**src/rtl/xde_pkg.sv**
```systemverilog
`timescale 1ns/1ps
package xde_pkg;
   // Control word field positions (these are decoded by the block)
   localparam int OP_LSB   = 28;
   localparam int OP_W     = 4;
   localparam int IRQ_BIT  = 27;
   localparam int CNT_LSB  = 22;
   localparam int CNT_W    = 4;
   localparam int PEN_BIT  = 17;
   localparam int MAX_LANE = 8;

   localparam logic [OP_W-1:0] OPC_IDLE   = 4'd0;
   localparam logic [OP_W-1:0] OPC_COPY   = 4'd1;
   localparam logic [OP_W-1:0] OPC_PARITY = 4'd6;

   typedef enum logic [1:0] {
      MODE_NONE   = 2'd0,
      MODE_COPY   = 2'd1,
      MODE_PARITY = 2'd2
   } mode_e;

   typedef struct packed {
      mode_e            mode;
      logic             fault;
      logic             irq;
      logic [CNT_W-1:0] cnt;
   } cmd_t;

   typedef enum logic [1:0] {
      ST_IDLE = 2'd0,
      ST_MOVE = 2'd1,
      ST_DONE = 2'd2
   } seq_e;
endpackage

```
**src/rtl/xde_decode.sv**
```systemverilog
`timescale 1ns/1ps
module xde_decode
   import xde_pkg::*;
#(
   parameter int NUM_SRC = 8,
   parameter int DATA_W  = 32,
   parameter int SIZE_W  = 32,
   localparam int BYTES   = DATA_W / 8,
   localparam int BYTE_SH = (BYTES > 1) ? $clog2(BYTES) : 0,
   localparam int WCNT_W  = SIZE_W + 1 - BYTE_SH
) (
   input  logic [31:0]       ctrl,
   input  logic [SIZE_W-1:0] size,
   output cmd_t              cmd,
   output logic [WCNT_W-1:0] words,
   output logic              skip
);
   logic [OP_W-1:0]   opc;
   logic [CNT_W-1:0]  cnt;
   logic              cnt_bad;
   logic [SIZE_W:0]   size_up;
   logic              ctl_unused;

   assign opc = ctrl[OP_LSB +: OP_W];
   assign cnt = ctrl[CNT_LSB +: CNT_W];
   assign cnt_bad = (cnt == '0) || (int'(cnt) > NUM_SRC) || (int'(cnt) > MAX_LANE);
   assign ctl_unused = ^{ctrl[26], ctrl[21:18], ctrl[16:0]};

   always_comb begin
      cmd.irq  = ctrl[IRQ_BIT];
      cmd.cnt  = cnt;
      cmd.mode = MODE_NONE;
      cmd.fault = 1'b0;
      unique case (opc)
         OPC_IDLE:   cmd.mode = MODE_NONE;
         OPC_COPY:   cmd.mode = MODE_COPY;
         OPC_PARITY: begin
            cmd.mode  = MODE_PARITY;
            cmd.fault = cnt_bad || !ctrl[PEN_BIT];
         end
         default:    cmd.fault = 1'b1;
      endcase
   end

   // Round the byte count up to whole bus words
   assign size_up = {1'b0, size} + (SIZE_W+1)'(BYTES - 1);
   assign words   = size_up[SIZE_W:BYTE_SH];
   assign skip    = cmd.fault || (cmd.mode == MODE_NONE) || (words == '0);
endmodule

```
**src/rtl/xde_lane_join.sv**
```systemverilog
`timescale 1ns/1ps
module xde_lane_join #(
   parameter int NUM_SRC = 8,
   parameter int DATA_W  = 32,
   parameter bit TREE    = 1'b1,
   localparam int LV     = (NUM_SRC > 1) ? $clog2(NUM_SRC) : 0,
   localparam int LEAVES = 1 << LV
) (
   input  logic [NUM_SRC-1:0]        mask,
   input  logic [NUM_SRC-1:0]        src_valid,
   input  logic [NUM_SRC*DATA_W-1:0] src_data,
   output logic                      all_ok,
   output logic [DATA_W-1:0]         word
);
   logic [DATA_W-1:0] masked [NUM_SRC];

   for (genvar i = 0; i < NUM_SRC; i++) begin : g_mask
      assign masked[i] = src_data[i*DATA_W +: DATA_W] & {DATA_W{mask[i]}};
   end

   assign all_ok = &(src_valid | ~mask);

   if (TREE) begin : g_tree
      logic [DATA_W-1:0] nd [2*LEAVES-1];
      for (genvar l = 0; l < LEAVES; l++) begin : g_leaf
         if (l < NUM_SRC) begin : g_real
            assign nd[LEAVES-1+l] = masked[l];
         end else begin : g_pad
            assign nd[LEAVES-1+l] = '0;
         end
      end
      for (genvar j = 0; j < LEAVES-1; j++) begin : g_node
         assign nd[j] = nd[2*j+1] ^ nd[2*j+2];
      end
      assign word = nd[0];
   end else begin : g_chain
      logic [DATA_W-1:0] acc [NUM_SRC];
      assign acc[0] = masked[0];
      for (genvar i = 1; i < NUM_SRC; i++) begin : g_link
         assign acc[i] = acc[i-1] ^ masked[i];
      end
      assign word = acc[NUM_SRC-1];
   end
endmodule

```
**src/rtl/xde_seq.sv**
```systemverilog
`timescale 1ns/1ps
module xde_seq
   import xde_pkg::*;
#(
   parameter int WCNT_W = 31
) (
   input  logic              clk,
   input  logic              rst_n,
   input  logic              desc_valid,
   input  cmd_t              cmd,
   input  logic [WCNT_W-1:0] words,
   input  logic              skip,
   input  logic              beat,
   output logic              desc_ready,
   output logic              accept,
   output logic              run,
   output logic              done_valid,
   output logic              done_irq,
   output logic              done_err
);
   seq_e              st;
   logic [WCNT_W-1:0] remain;
   logic              irq_q, err_q;

   assign desc_ready = (st == ST_IDLE);
   assign accept     = desc_valid && desc_ready;
   assign run        = (st == ST_MOVE);
   assign done_valid = (st == ST_DONE);
   assign done_irq   = done_valid && irq_q;
   assign done_err   = done_valid && err_q;

   always_ff @(posedge clk or negedge rst_n) begin
      if (!rst_n) begin
         st     <= ST_IDLE;
         remain <= '0;
         irq_q  <= 1'b0;
         err_q  <= 1'b0;
      end else begin
         unique case (st)
            ST_IDLE: if (accept) begin
               remain <= words;
               irq_q  <= cmd.irq;
               err_q  <= cmd.fault;
               st     <= skip ? ST_DONE : ST_MOVE;
            end
            ST_MOVE: if (beat) begin
               remain <= remain - WCNT_W'(1);
               if (remain == WCNT_W'(1)) st <= ST_DONE;
            end
            ST_DONE: st <= ST_IDLE;
            default: st <= ST_IDLE;
         endcase
      end
   end
endmodule

```
**src/rtl/xde_desc_exec.sv**
```systemverilog
`timescale 1ns/1ps
module xde_desc_exec
   import xde_pkg::*;
#(
   parameter int NUM_SRC = 8,
   parameter int DATA_W  = 32,
   parameter bit TREE    = 1'b1,
   localparam int SIZE_W  = 32,
   localparam int BYTES   = DATA_W / 8,
   localparam int BYTE_SH = (BYTES > 1) ? $clog2(BYTES) : 0,
   localparam int WCNT_W  = SIZE_W + 1 - BYTE_SH
) (
   input  logic                      clk,
   input  logic                      rst_n,
   input  logic                      desc_valid,
   output logic                      desc_ready,
   input  logic [31:0]               desc_ctrl,
   input  logic [SIZE_W-1:0]         desc_size,
   input  logic [NUM_SRC-1:0]        src_valid,
   output logic [NUM_SRC-1:0]        src_ready,
   input  logic [NUM_SRC*DATA_W-1:0] src_data,
   output logic                      dst_valid,
   input  logic                      dst_ready,
   output logic [DATA_W-1:0]         dst_data,
   output logic                      done_valid,
   output logic                      done_irq,
   output logic                      done_err
);
   if (DATA_W < 8 || (DATA_W % 8) != 0 || (1 << BYTE_SH) != BYTES) begin : g_bad_width
      $error("xde_desc_exec: DATA_W must be a power-of-two number of bytes");
   end
   if (NUM_SRC < 1 || NUM_SRC > MAX_LANE) begin : g_bad_lanes
      $error("xde_desc_exec: NUM_SRC must lie in 1..8");
   end

   cmd_t               cmd;
   logic [WCNT_W-1:0]  words;
   logic               skip, accept, run, beat, all_ok;
   logic [NUM_SRC-1:0] mask_d, mask_q;

   xde_decode #(.NUM_SRC(NUM_SRC), .DATA_W(DATA_W), .SIZE_W(SIZE_W)) u_dec (
      .ctrl  (desc_ctrl),
      .size  (desc_size),
      .cmd   (cmd),
      .words (words),
      .skip  (skip)
   );

   always_comb begin
      mask_d = '0;
      if (cmd.mode == MODE_COPY) begin
         mask_d[0] = 1'b1;
      end else if (cmd.mode == MODE_PARITY) begin
         for (int i = 0; i < NUM_SRC; i++) mask_d[i] = (i < int'(cmd.cnt));
      end
   end

   always_ff @(posedge clk or negedge rst_n) begin
      if (!rst_n)      mask_q <= '0;
      else if (accept) mask_q <= mask_d;
   end

   xde_lane_join #(.NUM_SRC(NUM_SRC), .DATA_W(DATA_W), .TREE(TREE)) u_join (
      .mask      (mask_q),
      .src_valid (src_valid),
      .src_data  (src_data),
      .all_ok    (all_ok),
      .word      (dst_data)
   );

   assign dst_valid = run && all_ok;
   assign beat      = dst_valid && dst_ready;
   assign src_ready = beat ? mask_q : '0;

   xde_seq #(.WCNT_W(WCNT_W)) u_seq (
      .clk        (clk),
      .rst_n      (rst_n),
      .desc_valid (desc_valid),
      .cmd        (cmd),
      .words      (words),
      .skip       (skip),
      .beat       (beat),
      .desc_ready (desc_ready),
      .accept     (accept),
      .run        (run),
      .done_valid (done_valid),
      .done_irq   (done_irq),
      .done_err   (done_err)
   );
endmodule

```
**config.mk**
```make
export PLATFORM = sky130hd
export DESIGN_NAME = xde_desc_exec
export DESIGN_NICKNAME = d
export VERILOG_FILES = /design/src/rtl/xde_pkg.sv /design/src/rtl/xde_decode.sv /design/src/rtl/xde_lane_join.sv /design/src/rtl/xde_seq.sv /design/src/rtl/xde_desc_exec.sv
export SDC_FILE = /design/constraint.sdc
export NUM_CORES = 1
export LEC_CHECK = 0
export BUFFER_PORTS_ARGS = -buffer_cell sky130_fd_sc_hd__buf_4
export CORE_AREA = 2 2 148 150
export CTS_CLUSTER_SIZE = 28
export DETAILED_ROUTE_END_ITERATION = 10
export DIE_AREA = 0 0 150 152
export SYNTH_ARGS = -nofsm -noshare
export SYNTH_HDL_FRONTEND = slang
export SYNTH_SLANG_ARGS = --single-unit
```
**constraint.sdc**
```tcl
create_clock -name clk -period 2.6 [get_ports clk]
set_input_delay 0.13 -clock clk [delete_from_list [all_inputs] [get_ports clk]]
set_output_delay 0.13 -clock clk [all_outputs]
set_load 0.02 [all_outputs]
```
Word-level counts from Yosys, hierarchy flattened
Cells that the tools add are included.

Input bits: 332. Word-level logic and storage cells: 79. Flip-flop bits (word level): 43.

Magnitude comparators: 9. Bitwise logic cells: 17. Equality and inequality tests: 10. Multiplexer cells: 14. Reductions and logical operators: 22. $add $sub $neg: 2.

Operators by type and width (number): $and A32 B32 Y32 (8); $xor A32 B32 Y32 (7); $mux W31 (2); $pmux W31 S2 (1); $add A32 B2 Y33 const B (1); $eq A31 B1 Y1 const B (1); $logic_not A31 Y1 (1); $sub A31 B1 Y31 const B (1); $lt A3 B4 Y1 const A (4); $mux W8 (2); $logic_not A4 Y1 (2); $lt A1 B4 Y1 const A (2); $lt A2 B4 Y1 const A (2); $mux W2 (4); $not A8 Y8 (1); $or A8 B8 Y8 (1); $pmux W2 S2 (2); $reduce_and A8 Y1 (1); $mux W7 (1); $reduce_and A3 Y1 (2); $logic_and A1 B1 Y1 (5); $logic_or A1 B1 Y1 (5); $eq A2 B1 Y1 const B (2); $eq A2 B2 Y1 const B (2); 12 further kinds (14).

Longest topological paths before layout
Gate-level depths: netlist (run 1).

Word-level depth: 10. Depth in mapped cells: 8. Mapped depth without buffers: 8.

Modules after synthesis
From an unflattened synthesis (run 1), not the netlist that was laid out.

Cells, all modules: 987. Area total of the unflattened synthesis: 7424.6 um2.

Modules (own cells, without submodules): xde_lane_join (area each 3814.9 um2, cells an instance 525, seq. area each 0.0 um2, times used 1); xde_seq (area each 2245.9 um2, cells an instance 279, seq. area each 875.8 um2, times used 1); xde_decode (area each 905.9 um2, cells an instance 132, seq. area each 0.0 um2, times used 1); xde_desc_exec (area each 457.9 um2, cells an instance 51, seq. area each 200.2 um2, times used 1).

Worst setup path after synthesis (run 1)
OpenSTA, ideal clock, no wires.

Path kind: reg2reg. From: reg u_seq.remain[0]. To: reg u_seq.remain[20]. Stages on the path, launching flop included: 8. Buffers on the path: 0. Library setup time: 137 ps. Slack: 306 ps. Arrival: 2157 ps. Data required time: 2463 ps. Cell sequence: dfrtp_1 inv_1 ha_1 or3b_2 or3_4 or4_1 o22ai_1 a21oi_1.

Longest elaborated chain between the ends: 3.

RTL lines: from (decl) (RTL line xde_seq.sv:22) `logic [WCNT_W-1:0] remain;`; from (signal assigned) (RTL line xde_seq.sv:41) `remain <= words;`; from (signal assigned) (RTL line xde_seq.sv:47) `remain <= remain - WCNT_W'(1);`; $sub A31 B1 Y31 (RTL line xde_seq.sv:47); $mux W31 (RTL line xde_seq.sv:46) `ST_MOVE: if (beat) begin`; $pmux W31 S2 (RTL line xde_seq.sv:39) `unique case (st)`.

Every way passes these cells. The select of a mux whose other input is x is not followed. A chain may end at the register's enable or synchronous reset.

Final worst setup path (run 1)
From: reg u_seq.remain[1]. To: reg u_seq.remain[20].

Same word-level chain as after synthesis.

==> metrics.md, run 1 <==
| Metric | Value |
|---|---|
| Total leakage power | `0.00386 uW` |
| Final RePlAce weighted congestion | `0.868` |
| Worst min-delay path endpoint | `mask_q[0]$_DFFE_PN0P_` |
| Largest voltage drop on the vdd net | `0.219 mV` |
| Top library cells by usage in the layout, fill and taps aside | `sky130_fd_sc_hd__buf_4 (375), sky130_fd_sc_hd__nand2_1 (314), sky130_fd_sc_hd__xnor2_1 (216)` |
| Post-Synthesis Cells | `991` |
| Run status | `finished, final reports clean` |
| Routed length per placed instance | `17.4 um` |
| Required time at the endpoint of the critical path | `2.77 ns` |
| Synthesized net count | `1,325` |
| Row count | `54` |
| Clock Sinks | `43` |
| Final slew viol count | `0` |
| Count of different cell masters after synthesis | `63` |
| IO Port Bufs | `354` |
| Half-perimeter wire length after detailed placement | `22.4 mm` |
| Number of enable flip-flop cells after synthesis | `0` |
| Number of cells on the worst reg-to-reg path | `7` |
| First drt pass iteration count | `4` |
| Post-synthesis area per instance | `6.75 sq um` |
| Cell chosen for the clock root | `sky130_fd_sc_hd__clkbuf_16` |
| Worst rel slew slack | `55.6%` |
| Floorplan die area | `22,800 sq um` |
| Timing-limited maximum frequency | `432 MHz` |
| Netlist Area Pre-Place | `6690 sq um` |
| Startpoint of the tightest hold check path | `desc_ctrl[31]` |
| Share of the synthesized area in the top cell type | `28.3%` |
| Nets | `1,646` |
| Via count | `7,822` |
| Kind of critical path | `reg -> reg` |
| Routed Wire Length | `27.6 mm` |
| Number of antenna violations at the first check in global routing | `2` |
| Top-Level Pins | `377` |
| Worst slack at placement | `0.169 ns` |
| Post-route fraction of the period consumed by the critical path | `89.1%` |
| Critical path capture point type | `flip-flop` |
| Critical Path AT | `2.49 ns` |
| Ys Warns | `0` |
| Min Tclk post-route | `2.32 ns` |
| TritonCTS buffer count | `5` |
| Setup violators final | `0` |
| Share of async-settable or async-resettable flops after synthesis | `100%` |
| Via count of the first global-routing pass | `7,463` |
| Ranking of synthesized cells by area | `sky130_fd_sc_hd__xnor2_1 (28%), sky130_fd_sc_hd__nand2_1 (18%), sky130_fd_sc_hd__dfrtp_1 (16%)` |
| Largest clock skew in the final design | `0.00521 ns` |
| Worst min-delay path class | `in -> reg` |
| Fraction of layout cells with a size suffix above 1 | `31.1%` |
| Largest net degree at the start of global routing | `56` |
| Final Hold Viols | `0` |
| Total GRT Usage | `23.3%` |
| Commonest non-fill, non-tap cell in the layout | `sky130_fd_sc_hd__buf_4` |
| Power density of the placed cells | `315 nW/um^2` |
| Layout overhead on the synthesized area | `46.6%` |
| Antenna Nets Post-Route | `0` |
| Via/cell ratio | `4.91` |
| Max Buffers Root-to-Sink | `2` |
| Wire length of the first global-routing pass | `41.6 mm` |
| Clock-pin slew of the registers on the worst-case setup and hold paths | `0.06 ns` |
| Worst-skew pair later-pin latency | `0.29 ns` |
| DRC violations left | `0` |
| Most used flip-flop cell after synthesis | `sky130_fd_sc_hd__dfrtp_1` |
| Setup ws final | `0.285 ns` |
| Clock tree from TritonCTS | `yes` |
| H-tree level count | `2` |
| R2r startpoint | `u_seq.remain[1]$_DFFE_PN0P_` |
| Part of the Yosys area used for sequential elements | `16.1%` |
| #FFs+latches synth | `43` |
| End of the worst register-to-register path | `u_seq.remain[20]$_DFFE_PN0P_` |
| Number of violations of the max-capacitance limit | `0` |
| Worst Hold Path Cells | `2` |
| Worst R2R Setup Slack | `0.28 ns` |
| Slew @ Worst Pin | `0.660 ns` |
| Biggest fanout along the worst timing path | `5` |
| RSZ-0062 raised after global routing | `no` |
| Post-synth top area cell | `sky130_fd_sc_hd__xnor2_1` |
| TNS Setup | `0 ns` |
| Setup crit start kind | `flip-flop` |
| Floorplan core area | `21,400 sq um` |
| Die Span X | `150 um` |
| Starting density of the core | `31.4%` |
| Total overflow reported by the global router | `0` |
| Starting DRT DRC Count | `394` |
| Die Y-Extent | `152 um` |
## synth_stat cells, types with 3 or more instances
| library cell | number |
|---|---|
| sky130_fd_sc_hd__or2_2 | 3 |
| sky130_fd_sc_hd__a22oi_1 | 4 |
| sky130_fd_sc_hd__xor2_1 | 35 |
| sky130_fd_sc_hd__o211ai_2 | 3 |
| sky130_fd_sc_hd__a31oi_1 | 4 |
| sky130_fd_sc_hd__nor2_1 | 35 |
| sky130_fd_sc_hd__a21oi_1 | 37 |
| sky130_fd_sc_hd__and2_1 | 11 |
| sky130_fd_sc_hd__nor4_1 | 17 |
| sky130_fd_sc_hd__and4_1 | 4 |
| sky130_fd_sc_hd__nand2_1 | 314 |
| sky130_fd_sc_hd__o22ai_1 | 10 |
| sky130_fd_sc_hd__nand2b_1 | 7 |
| sky130_fd_sc_hd__xnor2_1 | 216 |
| sky130_fd_sc_hd__o2bb2ai_1 | 4 |
| sky130_fd_sc_hd__or3_1 | 9 |
| sky130_fd_sc_hd__or4_4 | 4 |
| sky130_fd_sc_hd__o21ai_0 | 41 |
| sky130_fd_sc_hd__dfrtp_1 | 43 |
| sky130_fd_sc_hd__a211oi_1 | 3 |
| sky130_fd_sc_hd__buf_2 | 3 |
| sky130_fd_sc_hd__nor3_1 | 15 |
| sky130_fd_sc_hd__a22o_1 | 7 |
| sky130_fd_sc_hd__nand3_1 | 15 |
| sky130_fd_sc_hd__o31ai_1 | 4 |
| sky130_fd_sc_hd__and3_1 | 6 |
| sky130_fd_sc_hd__a2bb2oi_1 | 4 |
| sky130_fd_sc_hd__nand4_1 | 13 |
| sky130_fd_sc_hd__clkbuf_1 | 57 |
| sky130_fd_sc_hd__o22a_1 | 3 |
| sky130_fd_sc_hd__inv_1 | 12 |
| sky130_fd_sc_hd__or4_1 | 7 |
## stage by stage
| step | hold slack, ns | instances | total power (uW) | util (%) | area, sq um |
|---|---|---|---|---|---|
| CTS | 0.0723 | 1591 | 3110 | 45.9 | 9800 |
| global placement | 0.167 | 1584 | 2500 | 45.3 | 9670 |
| detailed placement | 0.162 | 1584 | 2510 | 45.3 | 9670 |
| global route | 0.0885 | 1592 | 3290 | 46.0 | 9820 |
| finish | 0.0851 | 1592 | 3090 | 46.0 | 9820 |
| floorplan | -0.166 | 991 | 1730 | - | 6690 |
## sequential cells by signal, indices dropped and copies added, names as in the netlist
name          flops
u_seq.remain     31
mask_q            8
u_seq.st          2
u_seq.err_q       1
u_seq.irq_q       1
## cell type report
type / count / area [sq um]
multi-input cells: 872 / 5350
fillers: 2251 / 11500
repair buffers: 378 / 2870
flip-flops and latches: 43 / 1080
inverters: 12 / 45.0
well taps: 280 / 350
clock buffers: 6 / 129
diodes: 1 / 2.50
## worst max-delay path, cell delays in order, from the launching register on
cell and delay (ns):
sky130_fd_sc_hd__dfrtp_1 0.38, sky130_fd_sc_hd__inv_1 0.10, sky130_fd_sc_hd__ha_1 0.20, sky130_fd_sc_hd__or3b_4 0.44
sky130_fd_sc_hd__or3_4 0.42, sky130_fd_sc_hd__or4_1 0.43, sky130_fd_sc_hd__o22ai_1 0.15, sky130_fd_sc_hd__a21oi_1 0.08
## what timing repair did
| item | CTS | global route |
|---|---|---|
| endpoints found under the hold margin | 43 | 0 |
| hold buffers | 1 | 0 |
| setup buffers | 0 | 0 |
| setup endpoints to repair | 0 | 1 |
| resized for setup | 0 | 2 |
## cells by family (layout without fill, tap and decap cells)
logic type               after synthesis  after routing  synth area share (%)
multiplexers                           1              1                 0.168
AO/OA/AOI/OAI                        143            143                  13.8
AND/OR/NAND/NOR                      475            475                  32.3
flip-flops                            43             43                  16.1
XOR/XNOR                             251            251                  32.8
buffers and inverters                 76            396                  4.49
other                                  0              1                     0
adder cells (fa/ha/maj)                2              2                 0.374
## worst max path at each step
stage | start | end | slack [ns] | cells after the start
2_1_floorplan | u_seq.remain[0]$_DFFE_PN0P_ | u_seq.remain[20]$_DFFE_PN0P_ | 0.31 | 7
3_3_place_gp | u_seq.remain[0]$_DFFE_PN0P_ | u_seq.remain[20]$_DFFE_PN0P_ | 0.19 | 7
3_5_place_dp | u_seq.remain[0]$_DFFE_PN0P_ | u_seq.remain[24]$_DFFE_PN0P_ | 0.17 | 8
4_1_cts | u_seq.remain[0]$_DFFE_PN0P_ | u_seq.remain[24]$_DFFE_PN0P_ | 0.14 | 8
5_1_grt | u_seq.remain[18]$_DFFE_PN0P_ | u_seq.remain[24]$_DFFE_PN0P_ | 0.09 | 6
6_report | u_seq.remain[1]$_DFFE_PN0P_ | u_seq.remain[20]$_DFFE_PN0P_ | 0.28 | 7
## routing by layer
| layer | vias up | GRT usage, % | wire [um] |
|---|---|---|---|
| li1 | 3923 | - | - |
| met1 | 3620 | 28.7 | 11400 |
| met2 | 246 | 42.2 | 13900 |
| met3 | 31 | 3.24 | 1610 |
| met4 | 2 | 5.97 | 626 |
| met5 | - | 0 | 16 |
## where the power goes
group | internal (uW) | leakage [uW] | total [uW] | switching (uW)
registers | 778 | 0.000522 | 897 | 119
logic | 822 | 0.00327 | 1610 | 785
clock network | 345 | 0.0000628 | 589 | 244
total | 1950 | 0.00386 | 3090 | 1150
Note: power is estimated with default switching activity, not from simulation.
==> run 2: changes to the inputs <==
--- a/config.mk
+++ b/config.mk
@@ -10,6 +10,7 @@
 export CTS_CLUSTER_SIZE = 28
 export DETAILED_ROUTE_END_ITERATION = 10
 export DIE_AREA = 0 0 150 152
+export PLACE_DENSITY = 0.67
 export SYNTH_ARGS = -nofsm -noshare
 export SYNTH_HDL_FRONTEND = slang
 export SYNTH_SLANG_ARGS = --single-unit
==> metrics.md, run 2 (same netlist as run 1, synthesis figures left out) <==
| Metric | Value |
|---|---|
| Nets | `1,643` |
| Commonest non-fill, non-tap cell in the layout | `sky130_fd_sc_hd__buf_4` |
| Clock Sinks | `43` |
| Min Tclk post-route | `2.44 ns` |
| Die Y-Extent | `152 um` |
| Cell area reported after detailed placement | `9630 sq um` |
| Setup violators final | `0` |
| Worst rel slew slack | `52.3%` |
| Crit-path slowest cell | `sky130_fd_sc_hd__or3b_2` |
| Total overflow reported by the global router | `0` |
| Required time at the endpoint of the critical path | `2.77 ns` |
| IO Port Bufs | `354` |
| CP Buf/Inv Count | `1` |
| R2r startpoint | `u_seq.remain[1]$_DFFE_PN0P_` |
| Via count of the first global-routing pass | `7,588` |
| Max Buffers Root-to-Sink | `2` |
| Largest clock skew in the final design | `0.00562 ns` |
| Fraction of layout cells with a size suffix above 1 | `31.1%` |
| Final non-filler cell area | `9810 sq um` |
| Biggest fanout along the worst timing path | `5` |
| Setup ws final | `0.157 ns` |
| Largest voltage drop on the vdd net | `0.273 mV` |
| H-tree level count | `2` |
| Worst-skew pair later-pin latency | `0.29 ns` |
| Floorplan core area | `21,400 sq um` |
| Number of violations of the max-capacitance limit | `0` |
| Via/cell ratio | `4.97` |
| Critical Path Start | `u_seq.remain[1]$_DFFE_PN0P_` |
| Floorplan die area | `22,800 sq um` |
| Biggest registers after layout | `u_seq.remain (31), mask_q (8), u_seq.st (2)` |
| Half-perimeter wire length after detailed placement | `21.8 mm` |
| Startpoint of the tightest hold check path | `desc_ctrl[31]` |
| Top-Level Pins | `377` |
| Final slew viol count | `0` |
| Clock-pin slew of the registers on the worst-case setup and hold paths | `0.06 ns` |
| Max reg flops | `31` |
| Worst slack at placement | `0.132 ns` |
| Fin cells | `1,592` |
| Final Hold Viols | `0` |
| Biggest register | `u_seq.remain` |
| Series of cell instances along the critical path | `inv_1, ha_1, or3b_2, or3_4, or4_1, o22ai_1, a21oi_1` |
| Antenna Nets Post-Route | `0` |
| TNS Setup | `0 ns` |
| Starting density of the core | `31.4%` |
| Largest net degree at the start of global routing | `56` |
| Starting DRT DRC Count | `507` |
| First drt pass iteration count | `5` |
| TritonCTS buffer count | `5` |
| Run status | `finished, final reports clean` |
| Die Span X | `150 um` |
| Dominant delay contributor by cell family on the critical path | `simple AND/OR/NAND/NOR gates` |
| DRC violations left | `0` |
| Cell chosen for the clock root | `sky130_fd_sc_hd__clkbuf_16` |
| Layout overhead on the synthesized area | `46.6%` |
| Via count | `7,919` |
| Row count | `54` |
| Total GRT Usage | `22.7%` |
| Setup fix buffers added after clock tree synthesis | `0` |
| Slew @ Worst Pin | `0.709 ns` |
| Fillcell total | `2,187` |
| Power density of the placed cells | `324 nW/um^2` |
| Critical Path AT | `2.62 ns` |
| Worst min-delay path class | `in -> reg` |
| Timing-limited maximum frequency | `409 MHz` |
| Final Core Density | `46.0%` |
| Kind of critical path | `reg -> reg` |
| Largest stage delay on the critical path | `0.53 ns` |
| Number of antenna violations at the first check in global routing | `2` |
| Routed Wire Length | `27.1 mm` |
| Critical path capture point type | `flip-flop` |
| Routed length per placed instance | `17.0 um` |
| Post-route fraction of the period consumed by the critical path | `94.0%` |
| Number of placed cells counting well taps | `1,581` |
| Total leakage power | `0.00385 uW` |
| Clock tree from TritonCTS | `yes` |
| Final RePlAce weighted congestion | `0.904` |
| Top library cells by usage in the layout, fill and taps aside | `sky130_fd_sc_hd__buf_4 (373), sky130_fd_sc_hd__nand2_1 (314), sky130_fd_sc_hd__xnor2_1 (216)` |
| Wire length of the first global-routing pass | `40.9 mm` |
| Setup crit start kind | `flip-flop` |
run 2: changes by cell type in the layout (fill, tap and decap cells not counted):
cell                         before  now
sky130_fd_sc_hd__buf_4          375  373
sky130_fd_sc_hd__clkbuf_8         0    2
sky130_fd_sc_hd__buf_12           2    1
sky130_fd_sc_hd__clkbuf_1         1    0
sky130_fd_sc_hd__clkinvlp_4       0    1
sky130_fd_sc_hd__diode_2          1    2
sky130_fd_sc_hd__or3b_2           0    1
sky130_fd_sc_hd__or3b_4           1    0
run 2: worst register-to-register path, stage by stage, from the launching register on:
cell and delay, ns:
sky130_fd_sc_hd__dfrtp_1 0.38, sky130_fd_sc_hd__inv_1 0.11, sky130_fd_sc_hd__ha_1 0.21, sky130_fd_sc_hd__or3b_2 0.53, sky130_fd_sc_hd__or3_4 0.44, sky130_fd_sc_hd__or4_1 0.43
sky130_fd_sc_hd__o22ai_1 0.14, sky130_fd_sc_hd__a21oi_1 0.09
run 2: area by class of cell:
| class | instances | area [sq um] | area share, % |
|---|---|---|---|
| timing repair buffer | 375 | 2830 | 28.8 |
| clock buffer | 7 | 153 | 1.56 |
| inverter | 12 | 45.0 | 0.459 |
| multi-input combinational | 872 | 5350 | 54.5 |
| antenna | 2 | 5.00 | 0.0510 |
| clock inverter | 1 | 7.51 | 0.0765 |
| sequential | 43 | 1080 | 11.0 |
| tap | 280 | 350 | 3.57 |
run 2: where the power goes:
group          leakage (uW)  internal (uW)  switching, uW  total [uW]
sequential         0.000522            777            113         890
clock             0.0000762            409            271         680
combinational       0.00325            819            794        1610
total               0.00385           2000           1180        3180
run 2: final timing paths:
check,depth (start not counted),to,slack [ns]
max in group asynchronous,2,u_seq.remain[2]$_DFFE_PN0P_,1.81
min,2,mask_q[0]$_DFFE_PN0P_,0.04
max reg2reg,7,u_seq.remain[20]$_DFFE_PN0P_,0.16
max,7,u_seq.remain[20]$_DFFE_PN0P_,0.16
min in group asynchronous,2,u_seq.remain[8]$_DFFE_PN0P_,0.38
min reg2reg,2,u_seq.err_q$_DFFE_PN0P_,0.48
run 2: metal layers:
layer / GRT usage, % / vias to the layer above / share of wire [%]
met5: 0 / - / 0
met2: 41.3 / 271 / 50
met4: 6.38 / 0 / 2.3
met3: 3.75 / 38 / 6.9
li1: - / 3923 / -
met1: 27.1 / 3687 / 40
run 2: timing repair:
item                                    CTS  global route
gates resized for setup                   0             1
hold buffers                              1             0
hold endpoints to repair                 43             0
endpoints found under the setup margin    0             1
run 2: metrics by stage:
stage	hold slack [ns]	total power, uW
6_report	0.0448	3180
5_1_grt	0.0606	3380
4_1_cts	0.0388	3200
3_5_place_dp	0.168	2510
3_3_place_gp	0.164	2480
2_1_floorplan	-0.166	1730
